$ cat src/rtl/tone_div_pkg.sv
package tone_div_pkg;
  parameter int CNT_W = 5;
  typedef logic [CNT_W-1:0] cnt_t;

  // next counter value for an enabled tick
  function automatic cnt_t step_count(input cnt_t cur, input logic clr);
    cnt_t nxt;
    if (clr) nxt = '0;
    else     nxt = cur + cnt_t'(1);
    return nxt;
  endfunction

  // equality as a wide NOR over disagreeing bits
  function automatic logic bits_agree(input cnt_t a, input cnt_t b);
    return ~|(a ^ b);
  endfunction
endpackage

$ cat src/rtl/freq_store.sv
module freq_store
  import tone_div_pkg::*;
(
  input  logic clk,
  input  logic rst,
  input  logic wr_en,
  input  cnt_t wr_data,
  output cnt_t freq
);
  always_ff @(posedge clk) begin
    if (rst)        freq <= '0;
    else if (wr_en) freq <= wr_data;
  end

  AST_WRITE_LANDS: assert property (@(posedge clk) disable iff (rst)
    wr_en |=> freq == $past(wr_data));
endmodule

$ cat src/rtl/match_stage.sv
module match_stage
  import tone_div_pkg::*;
(
  input  logic clk,
  input  logic rst,
  input  cnt_t cnt,
  input  cnt_t freq,
  output logic match_q
);
  logic match_now;
  assign match_now = bits_agree(cnt, freq);

  // one register stage models the comparison-path delay
  always_ff @(posedge clk) begin
    if (rst) match_q <= 1'b0;
    else     match_q <= match_now;
  end
endmodule

$ cat src/rtl/count_stage.sv
module count_stage
  import tone_div_pkg::*;
(
  input  logic clk,
  input  logic rst,
  input  logic tick_en,
  input  logic clr_req,
  output cnt_t cnt
);
  always_ff @(posedge clk) begin
    if (rst)          cnt <= '0;
    else if (tick_en) cnt <= step_count(cnt, clr_req);
  end

  AST_HOLD_IDLE: assert property (@(posedge clk) disable iff (rst)
    !tick_en |=> $stable(cnt));
  AST_ADVANCE: assert property (@(posedge clk) disable iff (rst)
    (tick_en && !clr_req) |=> cnt == cnt_t'($past(cnt) + 1'b1));
  AST_CLEAR_ON_MATCH: assert property (@(posedge clk) disable iff (rst)
    (tick_en && clr_req) |=> cnt == '0);
endmodule

$ cat src/rtl/tone_divider.sv
module tone_divider
  import tone_div_pkg::*;
(
  input  logic             clk,
  input  logic             rst,
  input  logic             wr_en,
  input  logic [CNT_W-1:0] wr_data,
  input  logic             aud_en,
  output logic [CNT_W-1:0] count,
  output logic             term_pulse
);
  cnt_t freq_w;
  cnt_t cnt_w;
  logic match_q_w;
  logic clear_evt;

  freq_store u_freq (
    .clk(clk), .rst(rst), .wr_en(wr_en), .wr_data(wr_data), .freq(freq_w)
  );

  match_stage u_match (
    .clk(clk), .rst(rst), .cnt(cnt_w), .freq(freq_w), .match_q(match_q_w)
  );

  count_stage u_count (
    .clk(clk), .rst(rst), .tick_en(aud_en), .clr_req(match_q_w), .cnt(cnt_w)
  );

  assign clear_evt  = aud_en & match_q_w;
  assign count      = cnt_w;
  assign term_pulse = clear_evt;

  AST_RESET_ZERO: assert property (@(posedge clk)
    rst |=> count == '0);
  AST_PULSE_WITH_EN: assert property (@(posedge clk) disable iff (rst)
    term_pulse |-> aud_en);
  AST_PULSE_CLEARS: assert property (@(posedge clk) disable iff (rst)
    term_pulse |=> count == '0);
  AST_EN_SPACING: assert property (@(posedge clk) disable iff (rst)
    aud_en |=> !aud_en);
endmodule

$ cat config.mk
export PLATFORM = sky130hd
export DESIGN_NAME = tone_divider
export DESIGN_NICKNAME = d
export VERILOG_FILES = /design/src/rtl/tone_div_pkg.sv /design/src/rtl/freq_store.sv /design/src/rtl/match_stage.sv /design/src/rtl/count_stage.sv /design/src/rtl/tone_divider.sv
export SDC_FILE = /design/constraint.sdc
export NUM_CORES = 1
export LEC_CHECK = 0
export BUFFER_PORTS_ARGS = -buffer_cell sky130_fd_sc_hd__buf_2
export CAP_MARGIN = 20
export CORE_AREA = 2 2 39 41
export CTS_CLUSTER_SIZE = 8
export DETAILED_ROUTE_END_ITERATION = 10
export DIE_AREA = 0 0 41 43
export GPL_TIMING_DRIVEN = 0
export REMOVE_ABC_BUFFERS = 1
export SLEW_MARGIN = 20
export SYNTH_ARGS = -nofsm -noshare
export SYNTH_HDL_FRONTEND = slang
export SYNTH_HIERARCHICAL = 1
export SYNTH_SLANG_ARGS = --single-unit
$ cat constraint.sdc
create_clock -name clk -period 1.52 [get_ports clk]
set_clock_uncertainty 0.05 [all_clocks]
set_input_delay 0.076 -clock clk [delete_from_list [all_inputs] [get_ports clk]]
set_output_delay 0.076 -clock clk [all_outputs]
set_load 0.1 [all_outputs]
==> qor.csv, run 1 <==
metric,value,unit
outcome,finished clean,
crit_path_end,count[0],
p_sw,0.1971,mW
gp_congestion,0.6301,
clock-sinks,11,
dp_hpwl,606.1,um
grt_use_total,11.77,%
path_class,register to output port,
cp_slowest_cell,buf_2,
crit_required,1.39,ns
ys_ff_latch,11,
die_height,43,um
rsz0062_at_grt,no,
cts_max_level,1,
seq_area_frac_synth,46.68,%
yosysTopAreaCell,dfxtp_1,
insertion_delay,0.26,ns
cp.depth,1,
first_global_vias,328,
r2r_end,u_count/cnt[4],
grt_max_degree,8,
drt_first_pass_iters,2,
design_area,621.8,um^2
post_cts_buffers,0,
ios,15,
p_seq_share,49.2,%
switching_share,30.14,%
fin_crit,1.300,ns
crit_arrival,1.17,ns
yosys-top-cells-count,"dfxtp_1 (11), nor2_1 (10), mux2i_1 (6)",
synth_edf_count,0,
path_buf_inv,1,
synth.distinct_cells,13,
drt-initial-drc-count,1,
root_buffer,clkbuf_4,
routed_wl,824,um
seq_area,220.2,um^2
fill_cells,148,
antenna_found_initial,0,
reg2reg_slack,0.41,ns
crit_fanout,5,
internal_power,0.4569,mW
synth_cells,46,
drive_gt1_share,26.87,%
placed_cell_area,545.5,um^2
multi_input_area,235.2,um^2
portBuffers,14,
yosysMostFrequentCell,dfxtp_1,
final_util,44.94,%
yosys-top-cells-area,"dfxtp_1 (47%), mux2i_1 (13%), xnor2_1 (9.3%)",
grt_first_pass_wirelength,1414,um
core,0.001384,mm^2
ant_nets,0,
max_freq,769.1,MHz
area_delta_synth_final,31.83,%
fin_nets,78,
die_x,41,um
peakVddDrop,0.3660,mV
hold_viol,0,
pwr-share-comb,21.6,%
startpoint_type,register,
num_rows,14,
die_area,0.001763,mm^2
synth-async-reset-ratio,0,%
overflow,0,
cts_tree,done,
mappedNetlistArea,471.7,um^2
start_util,34.09,%
synthDominantCellAreaShare,46.68,%
path_cells,buf_2,
viasPerCell,4.494,
setup.worst_path.start,u_count/cnt[0],
slew_violations,0,
max_stage_delay,0.47,ns
p_leak,0.2923,nW
yosys_most_used_dff,dfxtp_1,
rr_startpoint,u_count/cnt[0],
drt-wirelength-per-cell,9.928,um
max-cap-violations,0,
p_clk_share,29.3,%
drc_errors,0,
yosysWarnings,6,
hp-class,input pin to register,
num_vias,373,
power.total,0.6540,mW
max-slew-margin-rel,67.94,%
worstMarginPinSlew,0.4843,ns
cts.clk_slew.worst_paths,0.07,ns
r2r_cells,4,
synth.avg_cell_area,10.25,um^2
setup_violations,0,
post-route-period-util,85.54,%
cts_made_buffers,3,
num_antenna_cells,0,
path_delay_family,buffers and inverters,
cp-end-kind,output port,
clockBufferDepth,2,
power_density,1052,mW/mm^2
[final cells by class]
type	instances	area share [%]
flip-flops and latches	11	35.41
well taps	16	3.219
multi-input cells	33	37.83
repair buffers	19	19.32
clock buffers	4	4.225
[power groups by stage]
stage / clock, mW / sequential (mW) / combinational, mW
6_report: 0.191 / 0.322 / 0.141
5_1_grt: 0.217 / 0.325 / 0.151
4_1_cts: 0.205 / 0.322 / 0.142
3_5_place_dp: 0 / 0.328 / 0.132
3_3_place_gp: 0 / 0.328 / 0.131
2_1_floorplan: 0 / 0.369 / 0.0582
[worst min-delay path by stage]
stage | startpoint | end | slack [ns] | cells after the start
3_5_place_dp | wr_data[4] | u_freq/freq[4] | 0.27 | 3
5_1_grt | rst | u_match/match_q | 0.04 | 2
2_1_floorplan | rst | u_match/match_q | 0.1 | 1
3_3_place_gp | wr_data[2] | u_freq/freq[2] | 0.26 | 3
6_report | rst | u_freq/freq[0] | 0.04 | 2
4_1_cts | rst | u_match/match_q | 0.03 | 2
[cells by family (layout without fill, tap and decap cells)]
group                    Yosys count  after routing  share of synthesized area (%)
AO/OA/AOI/OAI                      1              1                          1.592
XOR/XNOR                           9              9                          16.71
adder cells (fa/ha/maj)            1              1                          2.652
buffers and inverters              2             23                          3.447
flip-flops                        11             11                          46.68
multiplexers                       6              6                          12.73
AND/OR/NAND/NOR                   16             16                          16.18
[placed cells by master (no fill, tap or decap), drive strengths merged]
master,n
a21o,1
and2,1
buf,14
clkbuf,4
dfxtp,11
dlygate4sd3,5
ha,1
mux2i,6
nand2,1
nand4,3
nor2,10
nor3,1
xnor2,5
xor2,4
[routing by layer]
metal	wire, um	vias up	GRT usage [%]	part of all wire [%]
met5	0	-	0	0
met4	8	0	10.00	0.97
li1	-	195	-	-
met1	382	168	15.86	46
met2	404	8	15.63	49
met3	29	2	1.571	3.5
[registers in the layout (all words and copies together) (netlist names)]
name             cells
u_count/cnt          5
u_match/match_q      1
u_freq/freq          5
[through the flow]
step | hold slack, ns | cells | setup TNS [ns] | worst slack, ns
3_3_place_gp | 0.2600 | 74 | 0 | 0.4187
2_1_floorplan | 0.09572 | 44 | -0.8726 | -0.3048
4_1_cts | 0.03091 | 83 | 0 | 0.1974
3_5_place_dp | 0.2692 | 74 | 0 | 0.4436
6_report | 0.03581 | 83 | 0 | 0.2198
5_1_grt | 0.03610 | 83 | 0 | 0.1683
[timing repair]
| item | 4_1_cts | 5_1_grt |
|---|---|---|
| resized for setup | 0 | 0 |
| hold endpoints to repair | 5 | 0 |
| hold buffers | 5 | 0 |
(Power assumes the default switching activity.)
==> run 2: changes to the inputs <==
- ABC_AREA: not set -> 1
- PLACE_DENSITY: not set -> 0.66
==> qor.csv, run 2 <==
metric,value,unit,change
overflow,0,,unchanged
ys_ff_latch,11,,unchanged
area_delta_synth_final,18.83,%,
hold_slack,0.04167,ns,+0.005868 ns
cts_tree,done,,
pwr-share-comb,20.8,%,-0.8 points
post_cts_buffers,0,,unchanged
hold_viol,0,,unchanged
num_antenna_cells,0,,unchanged
die_x,41,um,unchanged
ios,15,,unchanged
placed_cell_area,636.9,um^2,+17%
grt_use_total,13.38,%,+1.6 points
dp_hpwl,726.1,um,+20%
path_delay_family,buffers and inverters,,
switching_share,32.00,%,+1.9 points
clock-sinks,11,,unchanged
p_clk_share,30.3,%,+1.0 points
layout_common_cells,"nand2_1 (28), nor2_1 (21), inv_1 (16), buf_2 (14), dfxtp_1 (11)",,
drive_gt1_share,20.95,%,-5.9 points
yosysTopAreaCell,dfxtp_1,,
internal_power,0.4474,mW,-2.1%
cts_made_buffers,3,,unchanged
place_inst,117,,+58%
startpoint_type,register,,
viasPerCell,4.190,,-6.8%
power_density,992.0,mW/mm^2,-5.7%
worstMarginPinSlew,0.4847,ns,+0.0004516 ns
design_area,663.1,um^2,+6.6%
yosys-top-cells-area,"dfxtp_1 (39%), nand2_1 (19%), nor2_1 (14%)",,
final_cells,121,,+46%
synth_edf_count,0,,unchanged
cts_resized,0,,unchanged
drt_first_pass_iters,6,,+4
crit_fanout,5,,unchanged
drc_errors,0,,unchanged
num_vias,507,,+36%
setup.worst_path.start,u_count/cnt[3],,
start_util,40.33,%,+6.2 points
root_buffer,clkbuf_4,,
setup_violations,0,,unchanged
p_leak,0.3705,nW,+27%
die_area,0.001763,mm^2,unchanged
synth-async-reset-ratio,0,%,unchanged
first_global_vias,398,,+21%
cts_max_level,1,,unchanged
rsz0062_at_grt,no,,
mostFrequentLayoutCell,nand2_1,,
yosys-top-cells-count,"nand2_1 (28), nor2_1 (21), inv_1 (16)",,
crit_required,1.39,ns,about the same
clockBufferDepth,2,,unchanged
max_freq,770.6,MHz,+0.20%
yosysWarnings,6,,unchanged
min_from,wr_data[4],,
reg_top3,"u_count/cnt x5, u_freq/freq x5, u_match/match_q x1",,
gp_congestion,0.7036,,+12%
final_util,47.92,%,+3.0 points
ant_nets,0,,unchanged
num_rows,14,,unchanged
seq_area_frac_synth,39.46,%,-7.2 points
cts.clk_slew.worst_paths,0.07,ns,about the same
synthDominantCellAreaShare,39.46,%,-7.2 points
path_buf_inv,1,,unchanged
synth.distinct_cells,12,,-1
grt_first_pass_wirelength,1545,um,+9.3%
synth.avg_cell_area,6.341,um^2,-38%
cp_slowest_cell,buf_2,,
p_seq_share,49.0,%,-0.2 points
synth_cells,88,,+91%
path_cells,buf_2,,
insertion_delay,0.27,ns,about the same
max-slew-margin-rel,67.91,%,about the same
cp-end-kind,output port,,
max-cap-violations,0,,unchanged
fin_nets,116,,+49%
yosysMostFrequentCell,nand2_1,,
antenna_found_initial,0,,unchanged
yosys_most_used_dff,dfxtp_1,,
slew_violations,0,,unchanged
die_height,43,um,unchanged
drt-initial-drc-count,6,,+5
fin_crit,1.298,ns,-0.002554 ns
mappedNetlistArea,558.0,um^2,+18%
crit_arrival,1.17,ns,about the same
post-route-period-util,85.37,%,-0.17 points
core,0.001384,mm^2,unchanged
path_class,register to output port,,
max_stage_delay,0.47,ns,about the same
grt_max_degree,11,,+3
rr_startpoint,u_count/cnt[1],,
portBuffers,14,,unchanged
peakVddDrop,0.3369,mV,-8.0%
outcome,finished clean,,
hold_buffers,0,,-5
routed_wl,975,um,+18%
p_sw,0.2105,mW,+6.8%
drt-wirelength-per-cell,8.058,um,-19%
hp-class,input pin to register,,
[run 2: cell count changes after synthesis, moves of 2 or more]
cell and delta:
inv_1 +16, mux2i_1 -6, nand2_1 +27, nand4_1 -3, nor2_1 +11, nor2_2 +3
nor3_1 +2, xnor2_1 -3, xor2_1 -3
[run 2: cells by family (layout without fill, tap and decap cells)]
family	count (synthesis)	after routing	synth area share (%)
AND/OR/NAND/NOR	55	55	39.24
buffers and inverters	17	34	12.78
flip-flops	11	11	39.46
XOR/XNOR	3	3	4.709
adder cells (fa/ha/maj)	1	1	2.242
AO/OA/AOI/OAI	1	1	1.570
[run 2: layout make-up]
cell class                 instances  area, um^2
clock buffer                       4       26.28
fill                             158       720.7
inverter                          16       60.06
multi-input combinational         60       266.5
sequential                        11       220.2
tap                               16       20.02
timing repair buffer              14       70.07
[run 2: through the flow]
stage	setup slack, ns	setup TNS (ns)	power (mW)
global placement	0.4243	0	0.4627
detailed placement	0.3996	0	0.4655
finish	0.2224	0	0.6578
global route	0.1578	0	0.7027
floorplan	-0.2907	-0.7830	0.4326
CTS	0.1968	0	0.6732
[run 2: metal layers]
| metal | wire, um | global-route usage, % | up-vias |
|---|---|---|---|
| li1 | - | - | 284 |
| met1 | 491 | 16.50 | 204 |
| met2 | 411 | 18.13 | 17 |
| met3 | 64 | 4.712 | 2 |
| met4 | 7 | 10.00 | 0 |
| met5 | 0 | 0 | - |
[run 2: path summary, 6_finish.rpt]
kind | end | slack [ns] | cells past startpoint
worst max-delay path | count[3] | 0.22 | 1
worst min-delay path | u_freq/freq[4] | 0.04 | 5
worst max register to register | u_count/cnt[4] | 0.40 | 6
worst min register to register | u_freq/freq[3] | 0.43 | 2
[run 2: power groups by stage]
stage / Sequential (mW) / Clock, mW / Combinational, mW
after CTS: 0.322 / 0.214 / 0.137
after floorplan: 0.367 / 0 / 0.0655
final: 0.322 / 0.199 / 0.137
after detailed placement: 0.329 / 0 / 0.137
after global routing: 0.325 / 0.226 / 0.151
after global placement: 0.328 / 0 / 0.134
